$ cat src/rtl/rw_pkg.sv
package rw_pkg;
  localparam int ENT_VALID = 63;
  localparam int ENT_LEAF  = 62;
  localparam int NLB_HI    = 55;
  localparam int NLB_LO    = 8;
  localparam int RPN_HI    = 55;
  localparam int RPN_LO    = 12;
  localparam int NLS_W     = 5;
  localparam int CAUSE_W   = 3;
  localparam int C_NOENT   = 0;
  localparam int C_BADCFG  = 1;
  localparam int C_ALIGN   = 2;

  typedef enum logic [1:0] {
    ST_IDLE,
    ST_CHECK,
    ST_FETCH
  } walk_state_e;
endpackage

$ cat src/rtl/rw_index_calc.sv
module rw_index_calc #(
  parameter int VA_W  = 64,
  parameter int PA_W  = 56,
  parameter int SZ_W  = 6,
  parameter int NLS_W = 5
) (
  input  logic [VA_W-1:0]  vaddr_i,
  input  logic [PA_W-1:0]  base_i,
  input  logic [SZ_W-1:0]  size_i,
  input  logic [NLS_W-1:0] nls_i,
  output logic [PA_W-1:0]  ent_addr_o,
  output logic             misaligned_o
);
  logic [SZ_W-1:0] sh;
  logic [63:0]     va_sh, idx_mask, idx, span_mask;

  always_comb begin
    sh        = (size_i >= SZ_W'(nls_i)) ? size_i - SZ_W'(nls_i) : '0;
    va_sh     = 64'(vaddr_i) >> sh;
    idx_mask  = (64'd1 << nls_i) - 64'd1;
    idx       = va_sh & idx_mask;
    span_mask = (64'd1 << (6'(nls_i) + 6'd3)) - 64'd1;
    ent_addr_o   = base_i + PA_W'(idx << 3);
    misaligned_o = |(64'(base_i) & span_mask);
  end
endmodule

$ cat src/rtl/rw_level_check.sv
module rw_level_check #(
  parameter int LVL_W     = 3,
  parameter int SZ_W      = 6,
  parameter int NLS_W     = 5,
  parameter int ROOT_SIZE = 52,
  parameter int ROOT_NLS  = 13,
  parameter int MID_NLS   = 9,
  parameter int ALT_NLS   = 5,
  parameter int LAST_LVL  = 3
) (
  input  logic [LVL_W-1:0] lvl_i,
  input  logic [SZ_W-1:0]  size_i,
  input  logic [NLS_W-1:0] nls_i,
  output logic             legal_o
);
  always_comb begin
    if (lvl_i == LVL_W'(0))
      legal_o = (size_i == SZ_W'(ROOT_SIZE)) && (nls_i == NLS_W'(ROOT_NLS));
    else if (lvl_i < LVL_W'(LAST_LVL))
      legal_o = (nls_i == NLS_W'(MID_NLS));
    else if (lvl_i == LVL_W'(LAST_LVL))
      legal_o = (nls_i == NLS_W'(MID_NLS)) || (nls_i == NLS_W'(ALT_NLS));
    else
      legal_o = 1'b0;
  end
endmodule

$ cat src/rtl/rw_leaf_form.sv
module rw_leaf_form #(
  parameter int VA_W  = 64,
  parameter int PA_W  = 56,
  parameter int SZ_W  = 6,
  parameter int RPN_W = 44,
  parameter int RPN_LO = 12
) (
  input  logic [VA_W-1:0]  vaddr_i,
  input  logic [RPN_W-1:0] rpn_i,
  input  logic [SZ_W-1:0]  page_bits_i,
  output logic [PA_W-1:0]  raddr_o
);
  logic [63:0] off_mask, rpn_full;

  always_comb begin
    off_mask = (64'd1 << page_bits_i) - 64'd1;
    rpn_full = 64'(rpn_i) << RPN_LO;
    raddr_o  = PA_W'((rpn_full & ~off_mask) | (64'(vaddr_i) & off_mask));
  end
endmodule

$ cat src/rtl/radix_walker.sv
module radix_walker
  import rw_pkg::*;
#(
  parameter int VA_W  = 64,
  parameter int PA_W  = 56,
  parameter int SZ_W  = 6,
  parameter int LVL_W = 3
) (
  input  logic               clk_i,
  input  logic               rst_ni,
  input  logic               start_i,
  input  logic [VA_W-1:0]    vaddr_i,
  input  logic [PA_W-1:0]    root_base_i,
  input  logic [NLS_W-1:0]   root_nls_i,
  input  logic [SZ_W-1:0]    tree_size_i,
  output logic               busy_o,
  output logic               mem_req_o,
  output logic [PA_W-1:0]    mem_addr_o,
  input  logic               mem_ack_i,
  input  logic [63:0]        mem_data_i,
  output logic               done_o,
  output logic               fault_o,
  output logic [CAUSE_W-1:0] fault_cause_o,
  output logic [PA_W-1:0]    raddr_o,
  output logic [SZ_W-1:0]    page_bits_o,
  output logic [63:0]        leaf_pte_o,
  output logic [PA_W-1:0]    leaf_addr_o
);
  localparam int RPN_W = RPN_HI - RPN_LO + 1;

  walk_state_e        state_q;
  logic [VA_W-1:0]    va_q;
  logic [PA_W-1:0]    base_q, addr_q;
  logic [NLS_W-1:0]   nls_q;
  logic [SZ_W-1:0]    size_q;
  logic [LVL_W-1:0]   lvl_q;

  logic [PA_W-1:0]    ent_addr, leaf_ra;
  logic               misal, legal;
  logic [SZ_W-1:0]    size_nxt;

  logic               fin_fault, fin_ok, descend, issue;
  logic [CAUSE_W-1:0] cause;

  rw_index_calc #(.VA_W(VA_W), .PA_W(PA_W), .SZ_W(SZ_W), .NLS_W(NLS_W)) i_idx (
    .vaddr_i(va_q), .base_i(base_q), .size_i(size_q), .nls_i(nls_q),
    .ent_addr_o(ent_addr), .misaligned_o(misal)
  );

  rw_level_check #(.LVL_W(LVL_W), .SZ_W(SZ_W), .NLS_W(NLS_W)) i_lvl (
    .lvl_i(lvl_q), .size_i(size_q), .nls_i(nls_q), .legal_o(legal)
  );

  assign size_nxt = size_q - SZ_W'(nls_q);

  rw_leaf_form #(.VA_W(VA_W), .PA_W(PA_W), .SZ_W(SZ_W), .RPN_W(RPN_W), .RPN_LO(RPN_LO)) i_leaf (
    .vaddr_i(va_q), .rpn_i(mem_data_i[RPN_HI:RPN_LO]), .page_bits_i(size_nxt),
    .raddr_o(leaf_ra)
  );

  // per-cycle walk decision
  always_comb begin
    fin_fault = 1'b0;
    fin_ok    = 1'b0;
    descend   = 1'b0;
    issue     = 1'b0;
    cause     = '0;
    unique case (state_q)
      ST_CHECK: begin
        if (misal) begin
          fin_fault = 1'b1; cause[C_ALIGN] = 1'b1;
        end else if (!legal) begin
          fin_fault = 1'b1; cause[C_BADCFG] = 1'b1;
        end else begin
          issue = 1'b1;
        end
      end
      ST_FETCH: begin
        if (mem_ack_i) begin
          if (!mem_data_i[ENT_VALID]) begin
            fin_fault = 1'b1; cause[C_NOENT] = 1'b1;
          end else if (mem_data_i[ENT_LEAF]) begin
            fin_ok = 1'b1;
          end else begin
            descend = 1'b1;
          end
        end
      end
      default: ;
    endcase
  end

  always_ff @(posedge clk_i or negedge rst_ni) begin
    if (!rst_ni) begin
      state_q       <= ST_IDLE;
      va_q          <= '0;
      base_q        <= '0;
      addr_q        <= '0;
      nls_q         <= '0;
      size_q        <= '0;
      lvl_q         <= '0;
      done_o        <= 1'b0;
      fault_o       <= 1'b0;
      fault_cause_o <= '0;
      raddr_o       <= '0;
      page_bits_o   <= '0;
      leaf_pte_o    <= '0;
      leaf_addr_o   <= '0;
    end else begin
      done_o <= 1'b0;
      if (state_q == ST_IDLE && start_i) begin
        va_q    <= vaddr_i;
        base_q  <= root_base_i;
        nls_q   <= root_nls_i;
        size_q  <= tree_size_i;
        lvl_q   <= '0;
        state_q <= ST_CHECK;
      end
      if (issue) begin
        addr_q  <= ent_addr;
        state_q <= ST_FETCH;
      end
      if (descend) begin
        base_q  <= PA_W'({mem_data_i[NLB_HI:NLB_LO], 8'b0});
        nls_q   <= mem_data_i[NLS_W-1:0];
        size_q  <= size_nxt;
        lvl_q   <= lvl_q + LVL_W'(1);
        state_q <= ST_CHECK;
      end
      if (fin_fault || fin_ok) begin
        state_q       <= ST_IDLE;
        done_o        <= 1'b1;
        fault_o       <= fin_fault;
        fault_cause_o <= cause;
        raddr_o       <= fin_ok ? leaf_ra    : '0;
        page_bits_o   <= fin_ok ? size_nxt   : '0;
        leaf_pte_o    <= fin_ok ? mem_data_i : '0;
        leaf_addr_o   <= fin_ok ? addr_q     : '0;
      end
    end
  end

  assign busy_o     = (state_q != ST_IDLE);
  assign mem_req_o  = (state_q == ST_FETCH);
  assign mem_addr_o = addr_q;
endmodule

$ cat config.mk
export PLATFORM = sky130hd
export DESIGN_NAME = radix_walker
export DESIGN_NICKNAME = d
export VERILOG_FILES = /design/src/rtl/rw_pkg.sv /design/src/rtl/rw_index_calc.sv /design/src/rtl/rw_level_check.sv /design/src/rtl/rw_leaf_form.sv /design/src/rtl/radix_walker.sv
export SDC_FILE = /design/constraint.sdc
export NUM_CORES = 1
export LEC_CHECK = 0
export ABC_AREA = 1
export BUFFER_PORTS_ARGS = -buffer_cell sky130_fd_sc_hd__buf_2
export CORE_MARGIN = 1
export CORE_UTILIZATION = 50
export CTS_CLUSTER_SIZE = 14
export DETAILED_ROUTE_END_ITERATION = 8
export PLACE_DENSITY = 0.79
export SYNTH_ARGS = -nofsm -noshare
export SYNTH_HDL_FRONTEND = slang
export SYNTH_SLANG_ARGS = --single-unit
export TNS_END_PERCENT = 5
$ cat constraint.sdc
create_clock -name clk_i -period 13.8 [get_ports clk_i]
set_input_delay 1.38 -clock clk_i [delete_from_list [all_inputs] [get_ports clk_i]]
set_output_delay 1.38 -clock clk_i [all_outputs]
set_load 0.01 [all_outputs]
# --- Yosys cells after proc, flatten, opt, wreduce, memory -nomap -nowiden ---
# Cells that the tools add are included.
# Widths: inputs -> output; s select.
classes:
  addsub: 7
  magnitude_cmp: 2
  eq_ne: 7
  shift: 4
  n_mux: 41
  bitwise_logic: 6
  n_reduce_logical: 10
op_table:
  columns: ["cell", "n"]
  rows:
  - ["$mux 56", 4]
  - ["$and 56x56->56", 2]
  - ["$and 56x64->64", 1]
  - ["$mux 64", 1]
  - ["$reduce_or 64->1", 1]
  - ["$shl 1x6->64 const A", 1]
  - ["$shr 64x6->53", 1]
  - ["$sub 64x1->64 const B", 1]
  - ["$add 56x56->56", 1]
  - ["$not 56->56", 1]
  - ["$or 56x56->56", 1]
  - ["$shl 1x6->56 const A", 1]
  - ["$sub 56x1->56 const B", 1]
  - ["$and 53x53->53", 1]
  - ["$shl 1x5->53 const A", 1]
  - ["$sub 53x1->53 const B", 1]
  - ["$mux 6", 4]
  - ["$mux 1", 22]
  - ["$eq 5x4->1 const B", 2]
  - ["$mux 2", 5]
  - ["$mux 5", 2]
  - ["$add 5x2->6 const B", 1]
  - ["$eq 6x6->1 const B", 1]
  - ["$ge 6x5->1", 1]
  - ["other kinds (15)", 19]
totals:
  register_bits: 379
  input_bits: 199
  wordCells: 91

# --- Depth between registers and ports, before layout ---
# Gate-level depths: netlist of the first run.
logic_depth:
  word_depth: 11
  ltp_mapped: 42
  mapped_depth_nobuf: 41

# --- Modules after synthesis ---
# A second synthesis of the first run with hierarchy kept.
hier_totals:
  cells_unflattened: 4155
  area_unflattened_um2: 27284.9
by_module_without_submodules:
  columns: ["mod", "instances", "cells_per_inst", "area_per_inst_um2", "seq_area_each_um2"]
  rows:
  - ["radix_walker", 1, 1678, 14989.4, 9484.1]
  - ["rw_index_calc", 1, 1855, 9311.4, 0.0]
  - ["rw_leaf_form", 1, 596, 2875.3, 0.0]
  - ["rw_level_check", 1, 26, 108.9, 0.0]

# --- Least setup slack after synthesis of the first run ---
# Ideal clock, no wire load.
synth_path:
  path_type: "reg-to-reg"
  startpoint: "register nls_q[0]"
  endpoint: "register addr_q[27], in the netlist mem_addr_o[27]"
  arrival_ps: 5425
  t_required_ps: 13680
  slack_ps: 8255
  stages_incl_launch_ff: 38
  cell_sequence: "dfrtp_1 ha_1 inv_1 fa_1 nand2_1 inv_2 o21ai_0 nand2_1 nand2_1 nand2_1 nand2_1 buf_2 clkbuf_1 o21ai_0 o21ai_0 nand2_1 o21ai_0 o21ai_0 [... 2 more ...] nand2_1 nor2_1 ha_1 fa_1 nand3_1 nand2_1 a21boi_0 o21ai_0 a21boi_0 o21ai_0 nand2_1 nand2_1 nand2_1 nand2_1 xor2_1 or2_2 o21ai_0 inv_1"
synth_via:
  elab_chain_cells: 8
  word_cells_on_any_way: 24
  classes_between: "add/sub: 5; order compare: 1; eq/ne: 3; shift: 3; mux: 7; bitwise: 2; reduce/logical: 3"
synth_rtl:
  columns: ["element", "line_no", "source"]
  rows:
  - ["start, declared", "radix_walker.sv:34", "logic [NLS_W-1:0] nls_q;"]
  - ["start signal, assigned", "radix_walker.sv:114", "nls_q <= root_nls_i;"]
  - ["start signal, assigned", "radix_walker.sv:125", "nls_q <= mem_data_i[NLS_W-1:0];"]
  - ["parallel branches: the longest is 8 deep, another holds $add 56x56->56", null, null]
  - ["end signal, assigned", "radix_walker.sv:120", "addr_q <= ent_addr;"]
  - ["end, declared", "radix_walker.sv:33", "logic [PA_W-1:0] base_q, addr_q;"]
# Parallel ways; which one is timed is not known.
# A chain may end at the register's enable or synchronous reset.

# --- Final worst setup path of the first run ---
# Ends and elaborated chain as after synthesis.

==> results of run 1 <==
-- flip-flops by register name, indices dropped and copies added (netlist names), 2 cells and up --
| register | count |
|---|---|
| page_bits_o | 6 |
| va_q | 64 |
| leaf_addr_o | 56 |
| state_q | 2 |
| fault_cause_o | 3 |
| lvl_q | 3 |
| nls_q | 5 |
| leaf_pte_o | 64 |
| base_q | 56 |
| mem_addr_o | 56 |
| size_q | 6 |
| raddr_o | 56 |
-- area by class of cell --
type / count / share of cell area (%)
multi-input combinational: 2918 / 47.56
sequential: 379 / 31.75
timing repair buffer: 472 / 8.185
inverter: 387 / 4.892
clock buffer: 59 / 4.034
tap: 680 / 2.848
clock inverter: 17 / 0.6828
antenna: 6 / 0.05026
-- how the worst max path moves through the flow --
stage | slack [ns] | startpoint | cells past startpoint | endpoint
5_1_grt | 5.75 | nls_q[0] | 40 | mem_addr_o[27]
2_1_floorplan | 8.26 | nls_q[0] | 37 | mem_addr_o[27]
3_3_place_gp | 6.72 | nls_q[0] | 40 | mem_addr_o[43]
6_report | 6.39 | nls_q[0] | 36 | mem_addr_o[27]
3_5_place_dp | 6.59 | nls_q[0] | 40 | mem_addr_o[27]
4_1_cts | 6.55 | nls_q[0] | 40 | mem_addr_o[27]
-- critical path, delay by kind of cell (launching register included) --
kind | cells | cell delay, ns
buffers and inverters | 5 | 1.24
DFF | 1 | 0.53
and+or+nand+nor | 16 | 1.55
AOI/OAI and AO/OA | 10 | 2.53
adders and majority gates | 4 | 1.23
xor gates and xnor gates | 1 | 0.14
-- cells by family (layout without fill, tap and decap cells) --
group           after synthesis  count (layout)  synth area share, %
compound gates              650             650                14.00
other cells                   2              19              0.02892
fa+ha+maj                    68              68                3.334
simple gates               2100            2100                33.94
xor+xnor                     74              74                2.525
mux                          13              13               0.5010
flops                       379             379                36.52
buf+inv                     586             935                9.154
-- placed cells by master (no fill, tap or decap), drive strengths merged, types with 3 or more instances in the layout --
cell type,count
o21bai,6
o31ai,3
o21a,4
clkinv,12
o211a,3
ha,66
a21boi,7
mux2i,13
nand4,46
dfrtp,379
o22ai,8
nor4,4
and2,3
clkbuf,59
a31oi,15
nor3,29
nand2,1236
xor2,36
xnor2,38
conb,13
o21ai,385
a21o,9
nor2,295
or2,19
diode,6
o221ai,7
a211oi,6
a21oi,111
nand3,465
buf,472
o211ai,78
inv,389
-- metrics by stage --
step / hold slack (ns) / std cells / setup WS (ns) / utilization (%)
floorplan: 0.4656 / 3883 / 8.255 / -
finish: 0.4679 / 4918 / 6.392 / 58.23
global placement: 0.4528 / 4836 / 6.720 / 55.45
CTS: 0.4686 / 4912 / 6.554 / 58.20
detailed placement: 0.4534 / 4836 / 6.592 / 55.45
global route: 0.4949 / 4915 / 5.751 / 58.21
-- metal layers --
| layer | part of all wire (%) | wire, um | vias up |
|---|---|---|---|
| met4 | 7.3 | 7958 | 2 |
| met5 | 0.012 | 13 | - |
| met1 | 41 | 44640 | 13350 |
| met2 | 43 | 46740 | 1559 |
| met3 | 8.8 | 9552 | 313 |
| li1 | - | - | 13280 |
==> impl_metrics.py, run 1 <==
metrics = {
    "clock_tree": {
        "cts_max_path_buffers": 3,
        "cts_tree": "built",
        "cts_sinks": 379,
        "cts_hold_buf": 0,
        "cts.reportedPaths.clkPinSlew_ns": 0.08,
        "cts_inserted_buffers": 42,
        "clk_latency_ns": 0.62,
        "h_tree_levels": 2,
        "clockRootBuffer": "clkbuf_16",
        "cts_post_setup_buffers_inserted": 0,
        "cts.repair.resized": 0,
    },
    "worst_setup_path": {
        "crit_end_category": "register",
        "critPathSlowestCell": "buf_4",
        "worst_r2r_path_depth": 36,
        "rr_endpoint": "mem_addr_o[27]",
        "crit_fanout": 75,
        "timing.critical_path.mode_cell": "nand2_1",
        "rr_startpoint": "nls_q[0]",
        "nature_of_the_critical_path_startpoint": "register",
        "rrSetupSlack_ns": 6.39,
        "critical_path.max_stage_delay_ns": 0.56,
        "worstPathRequired_ns": 14.28,
        "worstPathArrival_ns": 7.89,
        "timing.setup.critical_path_class": "register to register",
    },
    "floorplan": {
        "die_w_um": 229.9,
        "core_um2": 51300,
        "floorplan.initialDensity_pct": 50.62,
        "chipHeight_um": 229.9,
        "core.rowCount": 83,
        "pin_count": 444,
        "die_area_um2": 52860,
    },
    "finish": {
        "synthToLayoutAreaGrowth_pct": 15.02,
        "drive_gt1_share_pct": 14.37,
        "fillers": 4993,
        "finalNetCount": 4467,
        "multi_input_comb_area_um2": 14210,
        "register_area_um2": 9484,
        "finished_cell_area_um2": 29870,
    },
    "sta": {
        "worstMarginPinSlew_ns": 1.041,
        "report.final.setup_viol": 0,
        "maxSlewViolCount": 0,
        "fin_tns_setup_ns": 0,
        "finalCriticalPeriod_ns": 7.408,
        "setup_repair_after_global_routing_missed_its_margin": "false",
        "final_worst_path_period_share_pct": 53.68,
        "skew_ns": 0.04321,
        "worst_slew_margin_rel_pct": 30.62,
        "fmaxAchievable_mhz": 135.0,
        "number_of_hold_violations_in_the_final_report": 0,
    },
    "global_route": {
        "globalRouteMet3Util_pct": 6.337,
        "grt_pass1_vias": 25880,
        "grt_max_degree": 123,
        "wire_length_of_the_first_global_routing_pass_mm": 160.8,
        "globalRouteOverflowTotal": 0,
        "gr-usage-met1_pct": 54.39,
        "top_usage_layer": "met2",
        "antenna_violations_before_repair": 6,
        "grt_util_met2_pct": 60.49,
        "grt_use_total_pct": 40.42,
    },
    "logic_synthesis": {
        "yosys_warnings": 0,
        "synth-seq-cells": 379,
        "syn-instance-count": 3872,
        "synth_commonest_cells": "1,233 x nand2_1, 463 x nand3_1, 379 x dfrtp_1",
        "yosys.cell_count.top_type": "nand2_1",
        "share_of_synthesized_registers_carrying_an_async_set_or_reset_pct": 100.0,
        "ys_types": 58,
        "synth_top_flop_cell": "dfrtp_1",
        "yosysSeqAreaShare_pct": 36.52,
        "synth_edf_count": 0,
        "synthesis.area_per_instance_um2": 6.707,
        "netlist.area_leader.share_pct": 36.52,
        "library_cell_with_the_largest_summed_area_after_synthesis": "dfrtp_1",
        "syn_area_um2": 25970,
        "synthTopCellsByArea": "dfrtp_1 37%, nand2_1 18%, nand3_1 8.9%",
    },
    "routing": {
        "final_antenna_net_count": 0,
        "vias": 28500,
        "detail_route.iter0.violations": 3653,
        "routed_via_density": 5.794,
        "routed_wire_per_std_cell_um": 22.14,
        "first_pass_iters": 7,
        "drc": 0,
        "totalWireLength_mm": 108.9,
    },
    "hold_path": {
        "timing.hold.worst.start": "leaf_pte_o[62]",
        "hold_end": "leaf_pte_o[62]",
        "hold_depth": 2,
        "min_delay_worst_type": "register to register",
    },
    "placed_design": {
        "placed_area_um2": 28450,
        "hpwlAfterDp_mm": 85.71,
        "gp_congestion": 1.066,
        "port_buffers": 443,
    },
    "status": {
        "status": "finished clean",
    },
    "run": {
        "cap_viol_max_count": 0,
    },
}
Power of run 1 is not shown: default switching activity piles up to over one toggle a cycle in this logic, so the estimate is an artifact.
==> run 2: changes to the inputs <==
--- a/config.mk
+++ b/config.mk
@@ -11,7 +11,7 @@
 export CORE_UTILIZATION = 50
 export CTS_CLUSTER_SIZE = 14
 export DETAILED_ROUTE_END_ITERATION = 8
-export PLACE_DENSITY = 0.79
+export PLACE_DENSITY = 0.82
 export SYNTH_ARGS = -nofsm -noshare
 export SYNTH_HDL_FRONTEND = slang
 export SYNTH_SLANG_ARGS = --single-unit
==> constraint.sdc (replaced) <==
create_clock -name clk_i -period 6.2 [get_ports clk_i]
set_input_delay 0.62 -clock clk_i [delete_from_list [all_inputs] [get_ports clk_i]]
set_output_delay 0.62 -clock clk_i [all_outputs]
set_load 0.01 [all_outputs]
==> impl_metrics.py, run 2 (synthesis gave the netlist of run 1 again) <==
metrics = {
    "worst_setup_path": {
        "worst_r2r_path_depth": 32,
        "crit_fanout": 43,
        "rrSetupSlack_ns": 0.34,
        "nature_of_the_critical_path_startpoint": "register",
        "crit_end_category": "register",
        "critical_path.max_stage_delay_ns": 0.43,
        "worstPathRequired_ns": 6.68,
        "rr_endpoint": "mem_addr_o[55]",
        "worstPathArrival_ns": 6.34,
        "timing.setup.critical_path_class": "register to register",
        "rr_startpoint": "size_q[0]",
        "critPathSlowestCell": "nor2_1",
    },
    "placed_design": {
        "gp_congestion": 1.057,
        "placed_area_um2": 29090,
        "port_buffers": 443,
        "hpwlAfterDp_mm": 85.05,
    },
    "global_route": {
        "globalRouteOverflowTotal": 0,
        "grt_max_degree": 169,
        "grt_use_total_pct": 40.12,
        "grt_pass1_vias": 26090,
        "antenna_violations_before_repair": 6,
        "wire_length_of_the_first_global_routing_pass_mm": 160.3,
    },
    "hold_path": {
        "min_delay_worst_type": "primary input to async pin",
    },
    "routing": {
        "totalWireLength_mm": 108.0,
        "detail_route.iter0.violations": 3331,
        "drc": 1,
        "vias": 28730,
        "first_pass_iters": 9,
        "final_antenna_net_count": 0,
        "routed_wire_per_std_cell_um": 21.67,
        "routed_via_density": 5.766,
    },
    "run": {
        "cap_viol_max_count": 0,
    },
    "sta": {
        "worst_slew_margin_rel_pct": 35.34,
        "skew_ns": 0.03502,
        "worstMarginPinSlew_ns": 0.9699,
        "maxSlewViolCount": 0,
        "number_of_hold_violations_in_the_final_report": 6,
        "final_worst_path_period_share_pct": 94.59,
        "report.final.setup_viol": 0,
        "setup_repair_after_global_routing_missed_its_margin": "true",
        "whs_ns": -0.004685,
        "finalCriticalPeriod_ns": 5.865,
        "fmaxAchievable_mhz": 170.5,
    },
    "status": {
        "status": "complete, but fails checks",
        "failed_checks": "DRC, hold timing",
    },
    "finish": {
        "mostFrequentLayoutCells": "1,231 x nand2_1, 461 x nand3_1, 442 x buf_2",
        "finalNetCount": 4532,
        "mostFrequentLayoutCell": "nand2_1",
        "synthToLayoutAreaGrowth_pct": 17.98,
        "drive_gt1_share_pct": 15.96,
        "finished_cell_area_um2": 30640,
        "fillers": 5008,
        "largest_registers": "leaf_pte_o (64), va_q (64)",
    },
    "clock_tree": {
        "cts_tree": "built",
        "clockRootBuffer": "clkbuf_16",
        "cts_sinks": 379,
        "cts.reportedPaths.clkPinSlew_ns": 0.07,
        "h_tree_levels": 2,
        "clk_latency_ns": 0.62,
        "cts_inserted_buffers": 40,
        "cts_max_path_buffers": 3,
        "cts_hold_buf": 0,
    },
    "floorplan": {
        "floorplan.initialDensity_pct": 50.62,
        "pin_count": 444,
        "chipHeight_um": 229.9,
        "die_area_um2": 52860,
        "die_w_um": 229.9,
        "core.rowCount": 83,
        "core_um2": 51300,
    },
}
## run 2: cell count changes in the layout (fill, tap and decap cells not counted), sizes merged
cell / change
bufinv: +6
clkbuf: -5
clkinv: +1
buf: +67
clkinvlp: -1
inv: -3
## run 2: area by class of cell
| cell class | instances | area, um^2 | share of cell area, % |
|---|---|---|---|
| antenna | 6 | 15.01 | 0.04901 |
| clock buffer | 54 | 1124 | 3.667 |
| clock inverter | 20 | 352.8 | 1.152 |
| inverter | 387 | 1461 | 4.770 |
| multi-input combinational | 2918 | 14250 | 46.52 |
| sequential | 379 | 9484 | 30.96 |
| tap | 680 | 850.8 | 2.777 |
| timing repair buffer | 539 | 3098 | 10.11 |
## run 2: per-layer routing
metal	global-route usage, %	vias to the layer above	share of wire [%]
met5	0	-	0.012
met4	22.68	2	6.5
met3	7.713	277	9.9
met2	61.50	1681	44
met1	53.09	13330	40
li1	-	13440	-
## run 2: worst max-delay path by stage
stage | start | endpoint | slack (ns) | depth (start not counted)
3_5_place_dp | size_q[0] | mem_addr_o[53] | 0.27 | 38
3_3_place_gp | size_q[0] | mem_addr_o[53] | 0.42 | 38
6_report | size_q[0] | mem_addr_o[55] | 0.34 | 32
2_1_floorplan | nls_q[0] | mem_addr_o[27] | 0.66 | 37
4_1_cts | size_q[0] | mem_addr_o[27] | 0.24 | 38
5_1_grt | size_q[0] | mem_addr_o[50] | -0.03 | 37
## run 2: critical path, delay by kind of cell, from the launching register on
| family | cells | cell delay [ns] |
|---|---|---|
| AO/OA/AOI/OAI | 8 | 1.53 |
| buffers and inverters | 7 | 0.91 |
| adder cells (fa/ha/maj) | 3 | 0.90 |
| AND/OR/NAND/NOR | 14 | 2.00 |
| flip-flops | 1 | 0.36 |
## run 2: what timing repair did
action / CTS / global route
buffers inserted: 0 / 1
setup endpoints to repair: 0 / 36
gates resized for setup: 0 / 33
## run 2: per-stage QoR
| stage | setup TNS (ns) | instances | worst slack [ns] | hold slack (ns) | utilization [%] |
|---|---|---|---|---|---|
| 2_1_floorplan | 0 | 3883 | 0.6552 | 0.3244 | - |
| 3_3_place_gp | 0 | 4902 | 0.4224 | 0.4506 | 56.71 |
| 3_5_place_dp | 0 | 4902 | 0.2734 | 0.4657 | 56.71 |
| 4_1_cts | 0 | 4976 | 0.2374 | 0.04423 | 59.59 |
| 5_1_grt | -0.03874 | 4983 | -0.02589 | 0.08127 | 59.72 |
| 6_report | 0 | 4983 | 0.3354 | -0.004685 | 59.72 |
Power of run 2 is left out for the same reason.
